[src/rtl/dr_mask_pkg.sv]
package dr_mask_pkg;

    // One lane of a masked value: first share plus second-share rail pair.
    typedef struct packed {
        logic s1;
        logic t;
        logic f;
    } dr_bit_t;

    // Public control in rail form (select or enable).
    typedef struct packed {
        logic on;
        logic off;
    } dr_ctl_t;

    function automatic dr_bit_t dr_xor_f(input dr_bit_t x, input dr_bit_t y);
        dr_bit_t r;
        r.s1 = x.s1 ^ y.s1;
        r.t  = (x.t & y.f) | (x.f & y.t);
        r.f  = (x.t & y.t) | (x.f & y.f);
        return r;
    endfunction

    function automatic dr_bit_t dr_mux_f(input dr_ctl_t c, input dr_bit_t d0, input dr_bit_t d1);
        dr_bit_t r;
        r.s1 = (c.on & d1.s1) | (c.off & d0.s1);
        r.t  = (c.on & d1.t)  | (c.off & d0.t);
        r.f  = (c.on & d1.f)  | (c.off & d0.f);
        return r;
    endfunction

    function automatic dr_bit_t dr_gate_f(input dr_ctl_t c, input dr_bit_t x);
        dr_bit_t r;
        r.s1 = c.on & x.s1;
        r.t  = c.on & x.t;
        r.f  = c.off | x.f;
        return r;
    endfunction

endpackage

[src/rtl/dr_xor_vec.sv]
module dr_xor_vec
    import dr_mask_pkg::*;
#(
    parameter int WIDTH = 4
) (
    input  logic [WIDTH-1:0] x_s1,
    input  logic [WIDTH-1:0] x_t,
    input  logic [WIDTH-1:0] x_f,
    input  logic [WIDTH-1:0] y_s1,
    input  logic [WIDTH-1:0] y_t,
    input  logic [WIDTH-1:0] y_f,
    output logic [WIDTH-1:0] z_s1,
    output logic [WIDTH-1:0] z_t,
    output logic [WIDTH-1:0] z_f
);
    for (genvar i = 0; i < WIDTH; i++) begin : g_lane
        dr_bit_t xb, yb, zb;
        assign xb = '{s1: x_s1[i], t: x_t[i], f: x_f[i]};
        assign yb = '{s1: y_s1[i], t: y_t[i], f: y_f[i]};
        assign zb = dr_xor_f(xb, yb);
        assign z_s1[i] = zb.s1;
        assign z_t[i]  = zb.t;
        assign z_f[i]  = zb.f;
    end
endmodule

[src/rtl/dr_mux_vec.sv]
module dr_mux_vec
    import dr_mask_pkg::*;
#(
    parameter int WIDTH = 4
) (
    input  logic             c_on,
    input  logic             c_off,
    input  logic [WIDTH-1:0] d0_s1,
    input  logic [WIDTH-1:0] d0_t,
    input  logic [WIDTH-1:0] d0_f,
    input  logic [WIDTH-1:0] d1_s1,
    input  logic [WIDTH-1:0] d1_t,
    input  logic [WIDTH-1:0] d1_f,
    output logic [WIDTH-1:0] q_s1,
    output logic [WIDTH-1:0] q_t,
    output logic [WIDTH-1:0] q_f
);
    dr_ctl_t ctl;
    assign ctl = '{on: c_on, off: c_off};

    for (genvar i = 0; i < WIDTH; i++) begin : g_lane
        dr_bit_t a0, a1, qb;
        assign a0 = '{s1: d0_s1[i], t: d0_t[i], f: d0_f[i]};
        assign a1 = '{s1: d1_s1[i], t: d1_t[i], f: d1_f[i]};
        assign qb = dr_mux_f(ctl, a0, a1);
        assign q_s1[i] = qb.s1;
        assign q_t[i]  = qb.t;
        assign q_f[i]  = qb.f;
    end
endmodule

[src/rtl/dr_gate_vec.sv]
module dr_gate_vec
    import dr_mask_pkg::*;
#(
    parameter int WIDTH = 4
) (
    input  logic             c_on,
    input  logic             c_off,
    input  logic [WIDTH-1:0] x_s1,
    input  logic [WIDTH-1:0] x_t,
    input  logic [WIDTH-1:0] x_f,
    output logic [WIDTH-1:0] q_s1,
    output logic [WIDTH-1:0] q_t,
    output logic [WIDTH-1:0] q_f
);
    dr_ctl_t ctl;
    assign ctl = '{on: c_on, off: c_off};

    for (genvar i = 0; i < WIDTH; i++) begin : g_lane
        dr_bit_t xb, qb;
        assign xb = '{s1: x_s1[i], t: x_t[i], f: x_f[i]};
        assign qb = dr_gate_f(ctl, xb);
        assign q_s1[i] = qb.s1;
        assign q_t[i]  = qb.t;
        assign q_f[i]  = qb.f;
    end
endmodule

[src/rtl/dr_mask_linear.sv]
module dr_mask_linear #(
    parameter int WIDTH = 4
) (
    input  logic [WIDTH-1:0] a_s1,
    input  logic [WIDTH-1:0] a_t,
    input  logic [WIDTH-1:0] a_f,
    input  logic [WIDTH-1:0] b_s1,
    input  logic [WIDTH-1:0] b_t,
    input  logic [WIDTH-1:0] b_f,
    input  logic             sel_t,
    input  logic             sel_f,
    input  logic             en_t,
    input  logic             en_f,
    output logic [WIDTH-1:0] inv_s1,
    output logic [WIDTH-1:0] inv_t,
    output logic [WIDTH-1:0] inv_f,
    output logic [WIDTH-1:0] sum_s1,
    output logic [WIDTH-1:0] sum_t,
    output logic [WIDTH-1:0] sum_f,
    output logic [WIDTH-1:0] pick_s1,
    output logic [WIDTH-1:0] pick_t,
    output logic [WIDTH-1:0] pick_f,
    output logic [WIDTH-1:0] gsum_s1,
    output logic [WIDTH-1:0] gsum_t,
    output logic [WIDTH-1:0] gsum_f
);
    // Inverter: rails swap, first share passes.
    assign inv_s1 = a_s1;
    assign inv_t  = a_f;
    assign inv_f  = a_t;

    dr_xor_vec #(.WIDTH(WIDTH)) u_xor (
        .x_s1(a_s1), .x_t(a_t), .x_f(a_f),
        .y_s1(b_s1), .y_t(b_t), .y_f(b_f),
        .z_s1(sum_s1), .z_t(sum_t), .z_f(sum_f)
    );

    dr_mux_vec #(.WIDTH(WIDTH)) u_mux (
        .c_on(sel_t), .c_off(sel_f),
        .d0_s1(a_s1), .d0_t(a_t), .d0_f(a_f),
        .d1_s1(b_s1), .d1_t(b_t), .d1_f(b_f),
        .q_s1(pick_s1), .q_t(pick_t), .q_f(pick_f)
    );

    logic [WIDTH-1:0] bg_s1, bg_t, bg_f;

    dr_gate_vec #(.WIDTH(WIDTH)) u_gate (
        .c_on(en_t), .c_off(en_f),
        .x_s1(b_s1), .x_t(b_t), .x_f(b_f),
        .q_s1(bg_s1), .q_t(bg_t), .q_f(bg_f)
    );

    dr_xor_vec #(.WIDTH(WIDTH)) u_gxor (
        .x_s1(a_s1), .x_t(a_t), .x_f(a_f),
        .y_s1(bg_s1), .y_t(bg_t), .y_f(bg_f),
        .z_s1(gsum_s1), .z_t(gsum_t), .z_f(gsum_f)
    );
endmodule

[config.mk]
export PLATFORM = sky130hd
export DESIGN_NAME = dr_mask_linear
export DESIGN_NICKNAME = d
export VERILOG_FILES = /design/src/rtl/dr_mask_pkg.sv /design/src/rtl/dr_xor_vec.sv /design/src/rtl/dr_mux_vec.sv /design/src/rtl/dr_gate_vec.sv /design/src/rtl/dr_mask_linear.sv
export SDC_FILE = /design/constraint.sdc
export NUM_CORES = 1
export LEC_CHECK = 0
export ABC_AREA = 1
export BUFFER_PORTS_ARGS = -buffer_cell sky130_fd_sc_hd__buf_2
export CAP_MARGIN = 20
export CORE_MARGIN = 3
export CORE_UTILIZATION = 34
export DETAILED_ROUTE_END_ITERATION = 6
export PLACE_DENSITY = 0.87
export SKIP_LAST_GASP = 1
export SLEW_MARGIN = 5
export SYNTH_ARGS = -nofsm -noshare
export SYNTH_HDL_FRONTEND = slang
export SYNTH_SLANG_ARGS = --single-unit
[constraint.sdc]
create_clock -name vclk -period 0.8
set_clock_uncertainty 0.15 [all_clocks]
set_input_delay 0 -clock vclk [all_inputs]
set_output_delay 0 -clock vclk [all_outputs]
set_load 0.01 [all_outputs]
==> key figures, run 1 <==
Drt
  • DRC violations left: 0
  • Vias per cell: 4.77
  • Drt total wl: 2080 microns
  • Avg WL per Cell: 10.8 microns
  • Highest Signal Layer: met3
  • Initial DRT Pass Iterations: 4
  • Met2 wire length: 1110 microns
  • Routed Antenna Nets: 0
  • Met3 wire len: around 150 microns
  • Via count: 921
  • DRT iter0 DRCs: 12
  • Wl on met1: ~820 microns

Clock network
  • Post-CTS Setup Bufs: 0

Floorplan
  • Die area: 2300 sq um
  • Area of the core: 1580 sq um
  • Row count: 14
  • Horiz. Die Dim: 47.9 microns
  • Initial Utilization: a little under two fifths
  • Top-level port count: 76
  • Die Y: 47.9 microns

Place
  • HPWL Detailed: 1780 microns
  • PortBufs: 76
  • Final estimated routing congestion in global placement: 0.849

Global route
  • Largest net degree at the start of global routing: 17
  • GR Util All Layers: 16.5%
  • Grt total ovfl: 0
  • Vias in the first global route: 744
  • First-pass GRT wire length: just under 3000 microns
  • Initial antenna violation count: 0

Power
  • Sw Share: 58.5%
  • Clock Power Share: 0%
  • Seq pwr share: 0%
  • P_leak: 0.598 nW
  • Part of the power in combinational logic: 100.0%
  • Pint: 0.000242 W
  • P_sw: around 0.00034 W
  • Pwr Density: between 600 and 700 nW/um^2
  • Worst vdd ir: around 0.34 mV

Final layout
  • Layout clock buffers: 0
  • Layout Area Growth over Synthesis: 45.8%
  • N_diodes: 0
  • Multi-input logic area: 420 sq um
  • Share of cells above drive strength 1: 45.8%
  • Layout filler cell count: roughly 180
  • Nets: 207
  • Number of flip-flops and latches: 0
  • Commonest cells after routing, fill and taps aside: buf_2, nand2_1, o21ai_0, inv_1, nand3_1
  • Storage element area: 0 sq um
  • Commonest non-fill, non-tap cell in the layout: buf_2
  • Final Util: a little under three fifths

Timing
  • Final period util: 86.8%
  • F_max: approximately 1.4 GHz
  • Worst rel slew slack: 85.3%
  • Setup TNS Final: 0 ns
  • RSZ-0062 raised after global routing: no
  • Fin. max-slew vios: 0
  • Setup violators final: 0
  • Minimum clock period after layout: 0.695 ns
  • Slew @ Worst Pin: 0.221 ns
  • Final hold vios: 0

Logic synthesis
  • Cell count after synthesis: roughly 120
  • Post-synthesis area per instance: 5.16 sq um
  • Number of library cell types mapped by synthesis: 11
  • Syn nets: 144
  • Area of the mapped netlist: 598 sq um
  • Sequential share of the synthesized area: 0%
  • Yosys warnings: 0

Status
  • Status: finished, final reports clean

Critical path
  • WP data arrival: 0.54 ns
  • Crit. End Element: primary output
  • Setup CP Type: in2out
  • Critical path launch point type: primary input
  • Critical path peak fanout: 12
  • Worst Path Required: approximately 0.65 ns

Min path
  • Hold crit path type: in2out

Job
  • Max-cap viol count: 0
[path summary, 6_finish.rpt]
path,from,cells after the start,endpoint
hold / removal,a_t[3],2,inv_f[3]
setup / recovery,sel_f,4,pick_t[0]
[logic make-up after synthesis]
group | after synthesis | synth area share [%]
AOI/OAI and AO/OA | 24 | 20.1
and+or+nand+nor | 60 | 44.4
xor gates and xnor gates | 4 | 5.86
buffers and inverters | 28 | 29.7
[layer usage]
layer  vias up  track usage [%]
met3         0            0.752
li1        484                -
met5         -                0
met1       407             18.9
met2        30             34.3
met4         0            0.538
[power groups by stage]
stage,Combinational (W),Clock (W),Sequential (W)
2_1_floorplan,0.000326,0,0
3_3_place_gp,0.000571,0,0
3_5_place_dp,0.000586,0,0
4_1_cts,0.000588,0,0
5_1_grt,0.000648,0,0
6_report,0.000583,0,0
[timing repair]
action	in CTS	in global routing
hold buffers	0	0
endpoints found under the setup margin	0	12
resized for setup	0	1
[worst max-delay path, cell delays in order]
cell and delay [ns]:
buf_2 0.22, nand2_1 0.09, o21ai_0 0.08, buf_2 0.16
[cell type report]
class	instances	area share (%)
inverter	13	5.60
multi-input combinational	88	48.2
timing repair buffer	76	43.9
tap	16	2.30
[cells in the mapped netlist]
cell type / number / share of area, %
buf_4: 13 / 16
nand2_1: 48 / 30
o21ai_0: 22 / 18
inv_1: 12 / 7.5
xor2_1: 4 / 5.9
buf_6: 1 / 1.9
nand3_1: 8 / 6.7
buf_12: 1 / 3.3
nand3b_2: 4 / 7.5
o21ai_1: 2 / 1.7
inv_2: 1 / 0.63
[metrics by stage]
stage	total power (W)	instance area [sq um]	setup WS, ns	cells	hold WS, ns
6_report	0.000583	872	0.105	193	0.0945
5_1_grt	0.000648	872	0.00998	193	0.116
4_1_cts	0.000588	870	0.0344	193	0.0983
3_5_place_dp	0.000586	870	0.0333	193	0.0974
3_3_place_gp	0.000571	870	0.0500	193	0.0949
2_1_floorplan	0.000326	598	0.263	116	-0.0740
No activity file was read; power rests on OpenSTA's default activity.
==> inputs of run 2 (changes only) <==
--- a/config.mk
+++ b/config.mk
@@ -5,11 +5,10 @@
 export SDC_FILE = /design/constraint.sdc
 export NUM_CORES = 1
 export LEC_CHECK = 0
-export ABC_AREA = 1
 export BUFFER_PORTS_ARGS = -buffer_cell sky130_fd_sc_hd__buf_2
 export CAP_MARGIN = 20
 export CORE_MARGIN = 3
-export CORE_UTILIZATION = 34
+export CORE_UTILIZATION = 30
 export DETAILED_ROUTE_END_ITERATION = 6
 export PLACE_DENSITY = 0.87
 export SKIP_LAST_GASP = 1
==> run 2 against run 1 <==
Compared with the run above:
- the run now ends with setup timing left
- sequential cell count stayed put
- combinational power is 7.5% higher
- core utilization is 4.8 points higher
- first-iteration DRC count is 33% lower
- worst hold slack better by 0.0080 ns
- non-clock buffer count is 4 higher
- maximum frequency is 16% lower
- area after synthesis is 20% lower
- via count is 21% lower
- total power is 7.5% higher
- setup slack worse by 0.13 ns
- largest power group unchanged
==> key figures, run 2 <==
Global route
  • GR Util All Layers: 15.4%
  • First-pass GRT wire length: roughly 2600 microns
  • Grt total ovfl: 0
  • Largest net degree at the start of global routing: 13
  • Vias in the first global route: 604
  • Initial antenna violation count: 0

Clock network
  • Cts hold-fix bufs: 0
  • Post-CTS Setup Bufs: 0

Place
  • HPWL Detailed: 1500 microns
  • Placed cell areas: 798 sq um
  • PortBufs: 76
  • Final estimated routing congestion in global placement: roughly 0.62

Drt
  • DRT iter0 DRCs: 8
  • DRC violations left: 0
  • Initial DRT Pass Iterations: 4
  • Avg WL per Cell: 13.2 microns
  • Vias per cell: 5.22
  • Drt total wl: between 1500 and 2000 microns
  • Routed Antenna Nets: 0
  • Via count: 725

Final layout
  • Layout clock buffers: 0
  • Storage element area: 0 sq um
  • Nets: 154
  • Share of cells above drive strength 1: 68.5%
  • Layout filler cell count: approximately 140
  • Final instance area: 841 sq um
  • Commonest cells after routing, fill and taps aside: buf_2, a22o_1, a32o_1
  • Final Util: 60.1%
  • N_diodes: 0
  • Layout Area Growth over Synthesis: 76.4%
  • Commonest non-fill, non-tap cell in the layout: buf_2
  • Number of flip-flops and latches: 0

Critical path
  • Setup CP Type: in2out
  • Worst Path Required: 0.65 ns
  • Critical path peak fanout: 4
  • Crit. End Element: primary output
  • CP startpoint: en_f
  • Critical path launch point type: primary input
  • WP data arrival: 0.68 ns

Power
  • P_leak: 0.484 nW
  • Total power: 0.000627 W
  • Worst vdd ir: 0.301 mV
  • Pwr Density: ~750 nW/um^2

Floorplan
  • Initial Utilization: 34.1%
  • Die area: 2100 sq um
  • Row count: 13
  • Horiz. Die Dim: between 40 and 50 microns
  • Area of the core: 1400 sq um
  • Die Y: 45.9 microns
  • Top-level port count: 76

Logic synthesis
  • Syn nets: 87
  • Number of library cell types mapped by synthesis: 9
  • Most frequent cell after synthesis: a22o_1
  • Post-synthesis area per instance: 8.08 sq um
  • Dominant cells by area after synthesis: a22o_1, buf_4, a32o_1, xnor2_1, xor2_1
  • Post-synth top cells: a22o_1, buf_4, a32o_1
  • Sequential share of the synthesized area: 0%
  • Area of the mapped netlist: approximately 480 sq um
  • Yosys top cell area share: 31.2%
  • Leading area contributor after synthesis: a22o_1
  • Cell count after synthesis: 59
  • Yosys warnings: 0

Timing
  • Minimum clock period after layout: roughly 0.83 ns
  • F_max: around 1.2 GHz
  • Setup violators final: 8
  • Post-route setup slack: -0.0276 ns
  • Fin. max-slew vios: 0
  • RSZ-0062 raised after global routing: yes
  • Final hold vios: 0
  • Final period util: 103%
  • Worst rel slew slack: 84.9%
  • Slew @ Worst Pin: 0.227 ns

Min path
  • Hold crit path type: in2out
  • Hold Path End: inv_s1[0]
  • WHS Path Cells: 2
  • HP Start: a_s1[0]

Job
  • Max-cap viol count: 0

Status
  • Status: finished with violations
  • Failing checks: setup timing
==> run 2: changes by cell type in the layout (fill, tap and decap cells not counted), moves of 4 or more <==
cell      delta
a22o_1      +17
a32o_1       +8
buf_2        -5
buf_4        +4
buf_6        +4
inv_1       -12
nand2_1     -44
nand3_1      -8
nand3b_2     -4
o21ai_0     -22
xnor2_1      +4
==> run 2: what timing repair did <==
action	4_1_cts	5_1_grt
resized for setup	4	5
pin swaps	9	6
setup endpoints to repair	8	11
==> run 2: kinds of logic after synthesis <==
group | Yosys count | synth area share (%)
compound gates | 28 | 54.3
buf+inv | 15 | 22.6
simple gates | 8 | 8.40
xor+xnor | 8 | 14.7
==> run 2: critical path, cell delays in order <==
cell and delay (ns):
buf_8 0.10, or2_1 0.23, a32o_1 0.21, buf_2 0.14
==> run 2: worst max-delay path by stage <==
stage,to,slack [ns]
2_1_floorplan,gsum_f[0],0.18
3_3_place_gp,gsum_f[0],-0.05
3_5_place_dp,gsum_f[0],-0.05
4_1_cts,gsum_t[3],-0.02
5_1_grt,gsum_f[1],-0.04
6_report,gsum_f[3],-0.03
==> run 2: area by class of cell <==
type,count,area [sq um],share of cell area (%)
tap,15,18.8,2.23
multi-input combinational,44,374,44.5
timing repair buffer,80,448,53.3
==> run 2: power by group <==
group,total (W),switching [W],internal [W]
clock,0,0,0
combinational,0.000627,0.000312,0.000315
sequential,0,0,0
total,0.000627,0.000312,0.000315
==> run 2: metrics by stage <==
step	cells	worst slack, ns	setup TNS [ns]	hold slack (ns)
2_1_floorplan	59	0.184	0	-0.0740
3_3_place_gp	139	-0.0455	-0.280	0.0980
3_5_place_dp	139	-0.0531	-0.296	0.106
4_1_cts	139	-0.0207	-0.0896	0.107
5_1_grt	139	-0.0432	-0.290	0.115
6_report	139	-0.0276	-0.118	0.102
==> run 2: layer usage <==
layer	wire (microns)	vias up	part of all wire (%)	track usage, %
met1	663	327	36	19.3
met2	995	40	54	30.5
li1	-	358	-	-
met5	0	-	0	0
met3	169	0	9.2	0
met4	0	0	0	0
==> inputs of run 3 (changes only) <==
--- a/config.mk
+++ b/config.mk
@@ -11,6 +11,8 @@
 export CORE_UTILIZATION = 30
 export DETAILED_ROUTE_END_ITERATION = 6
 export PLACE_DENSITY = 0.87
+export REMOVE_ABC_BUFFERS = 1
+export SETUP_SLACK_MARGIN = 0.4
 export SKIP_LAST_GASP = 1
 export SLEW_MARGIN = 5
 export SYNTH_ARGS = -nofsm -noshare
==> run 3 against run 2 <==
Compared with the run above:
- sequential cell count stayed put
- setup slack worse by 0.024 ns
- sequential share of layout area unchanged
- clock-buffer cell count did not move
- the flow still finishes with violations (setup timing)
- largest cell class unchanged
- total power is 40% higher
- combinational power increased by 40%
==> key figures, run 3 (synthesis gave the netlist of run 2 again) <==
Drt
  • Drt total wl: approximately 2500 microns
  • Initial DRT Pass Iterations: 4
  • DRC violations left: 0
  • Vias per cell: 5.52
  • DRT iter0 DRCs: 4
  • Routed Antenna Nets: 0
  • Avg WL per Cell: 17.6 microns
  • Via count: 779

Floorplan
  • Die area: 2100 sq um
  • Row count: 13
  • Area of the core: about 1400 sq um
  • Top-level port count: 76
  • Initial Utilization: 34.1%
  • Horiz. Die Dim: 45.9 microns
  • Die Y: 45.9 microns

Power
  • Pint: 0.000511 W
  • P_leak: 0.653 nW
  • Part of the power in combinational logic: 100.0%
  • Total power: 0.000878 W
  • Pwr Density: around 710 nW/um^2
  • Sw Share: between 40% and 50%
  • Seq pwr share: 0%
  • Worst vdd ir: 0.475 mV
  • P_sw: approximately 0.00037 W
  • Clock Power Share: 0%

Timing
  • Hold WS: 0.0398 ns
  • Final period util: 106%
  • RSZ-0062 raised after global routing: yes
  • Post-route setup slack: -0.0516 ns
  • Fin. max-slew vios: 0
  • F_max: 1.17 GHz
  • Final hold vios: 0
  • Worst rel slew slack: 90.4%
  • Slew @ Worst Pin: 0.143 ns
  • Setup violators final: 8
  • Minimum clock period after layout: about 0.85 ns

Clock network
  • Cts hold-fix bufs: 0
  • Post-CTS Setup Bufs: 0

Final layout
  • Layout filler cell count: 77
  • Commonest cells after routing, fill and taps aside: buf_2, buf_6, a22o_1, buf_8, a32o_1
  • Multi-input logic area: 449 sq um
  • Layout clock buffers: 0
  • Commonest non-fill, non-tap cell in the layout: buf_2
  • N_diodes: 0
  • Nets: 156
  • Number of flip-flops and latches: 0
  • Final Util: between 80 and 90%
  • Layout Area Growth over Synthesis: 159%
  • Storage element area: 0 sq um
  • Share of cells above drive strength 1: 74.6%

Critical path
  • Crit. End Element: primary output
  • Critical path, cell by cell: buf_6, or2_4, a32o_1, buf_2
  • WP data arrival: ~0.7 ns
  • Critical path launch point type: primary input
  • Setup CP Type: in2out
  • Crit-path leading delay family: buffers and inverters
  • Worst Path Required: 0.65 ns
  • Buffers & Inverters on Critical Path: 2
  • CP max stage cell: or2_4
  • CP peak stage delay: ~0.24 ns
  • Critical path peak fanout: 2

Place
  • Final estimated routing congestion in global placement: about 0.67
  • PortBufs: 76
  • HPWL Detailed: 1470 microns

Global route
  • Vias in the first global route: between 700 and 800
  • Initial antenna violation count: 0
  • Grt total ovfl: 0
  • GR Util All Layers: 22.2%
  • First-pass GRT wire length: 3550 microns
  • Largest net degree at the start of global routing: 13

Status
  • Status: finished with violations
  • Failing checks: setup timing

Job
  • Max-cap viol count: 0

Min path
  • Hold crit path type: in2out
[run 3: per-stage QoR]
step / worst slack, ns / area [sq um] / instances / TNS, ns
2_1_floorplan: 0.184 / 369 / 44 / 0
3_3_place_gp: -0.0453 / 798 / 139 / -0.286
3_5_place_dp: -0.0539 / 798 / 139 / -0.336
4_1_cts: -0.0348 / 1200 / 141 / -0.134
5_1_grt: -0.0568 / 1240 / 141 / -0.366
6_report: -0.0516 / 1240 / 141 / -0.192
[run 3: power groups by stage]
stage | clock (W) | sequential (W) | combinational (W)
after floorplan | 0 | 0 | 0.000245
after global placement | 0 | 0 | 0.000594
after CTS | 0 | 0 | 0.000830
final | 0 | 0 | 0.000878
after detailed placement | 0 | 0 | 0.000606
after global routing | 0 | 0 | 0.000928
[run 3: repair_timing]
action | in CTS | in global routing
cloned | 2 | 0
gates resized for setup | 86 | 7
endpoints found under the setup margin | 48 | 37
pin swaps | 29 | 16
[run 3: path summary, 6_finish.rpt]
kind,from,depth (start not counted),slack (ns),end
max,b_f[2],4,-0.05,gsum_t[2]
min,a_f[3],2,0.04,inv_t[3]
[run 3: cell type report]
cell class / count / share of cell area [%]
multi-input cells: 44 / 36.3
repair buffers: 82 / 62.1
well taps: 15 / 1.52
[run 3: per-layer routing]
metal | vias to the layer above | share of wire (%) | GRT usage [%]
met5 | - | 0 | 0
met4 | 0 | 1.5 | 1.70
met3 | 4 | 7.1 | 1.58
met2 | 36 | 59 | 49.7
met1 | 373 | 33 | 21.1
li1 | 366 | - | -
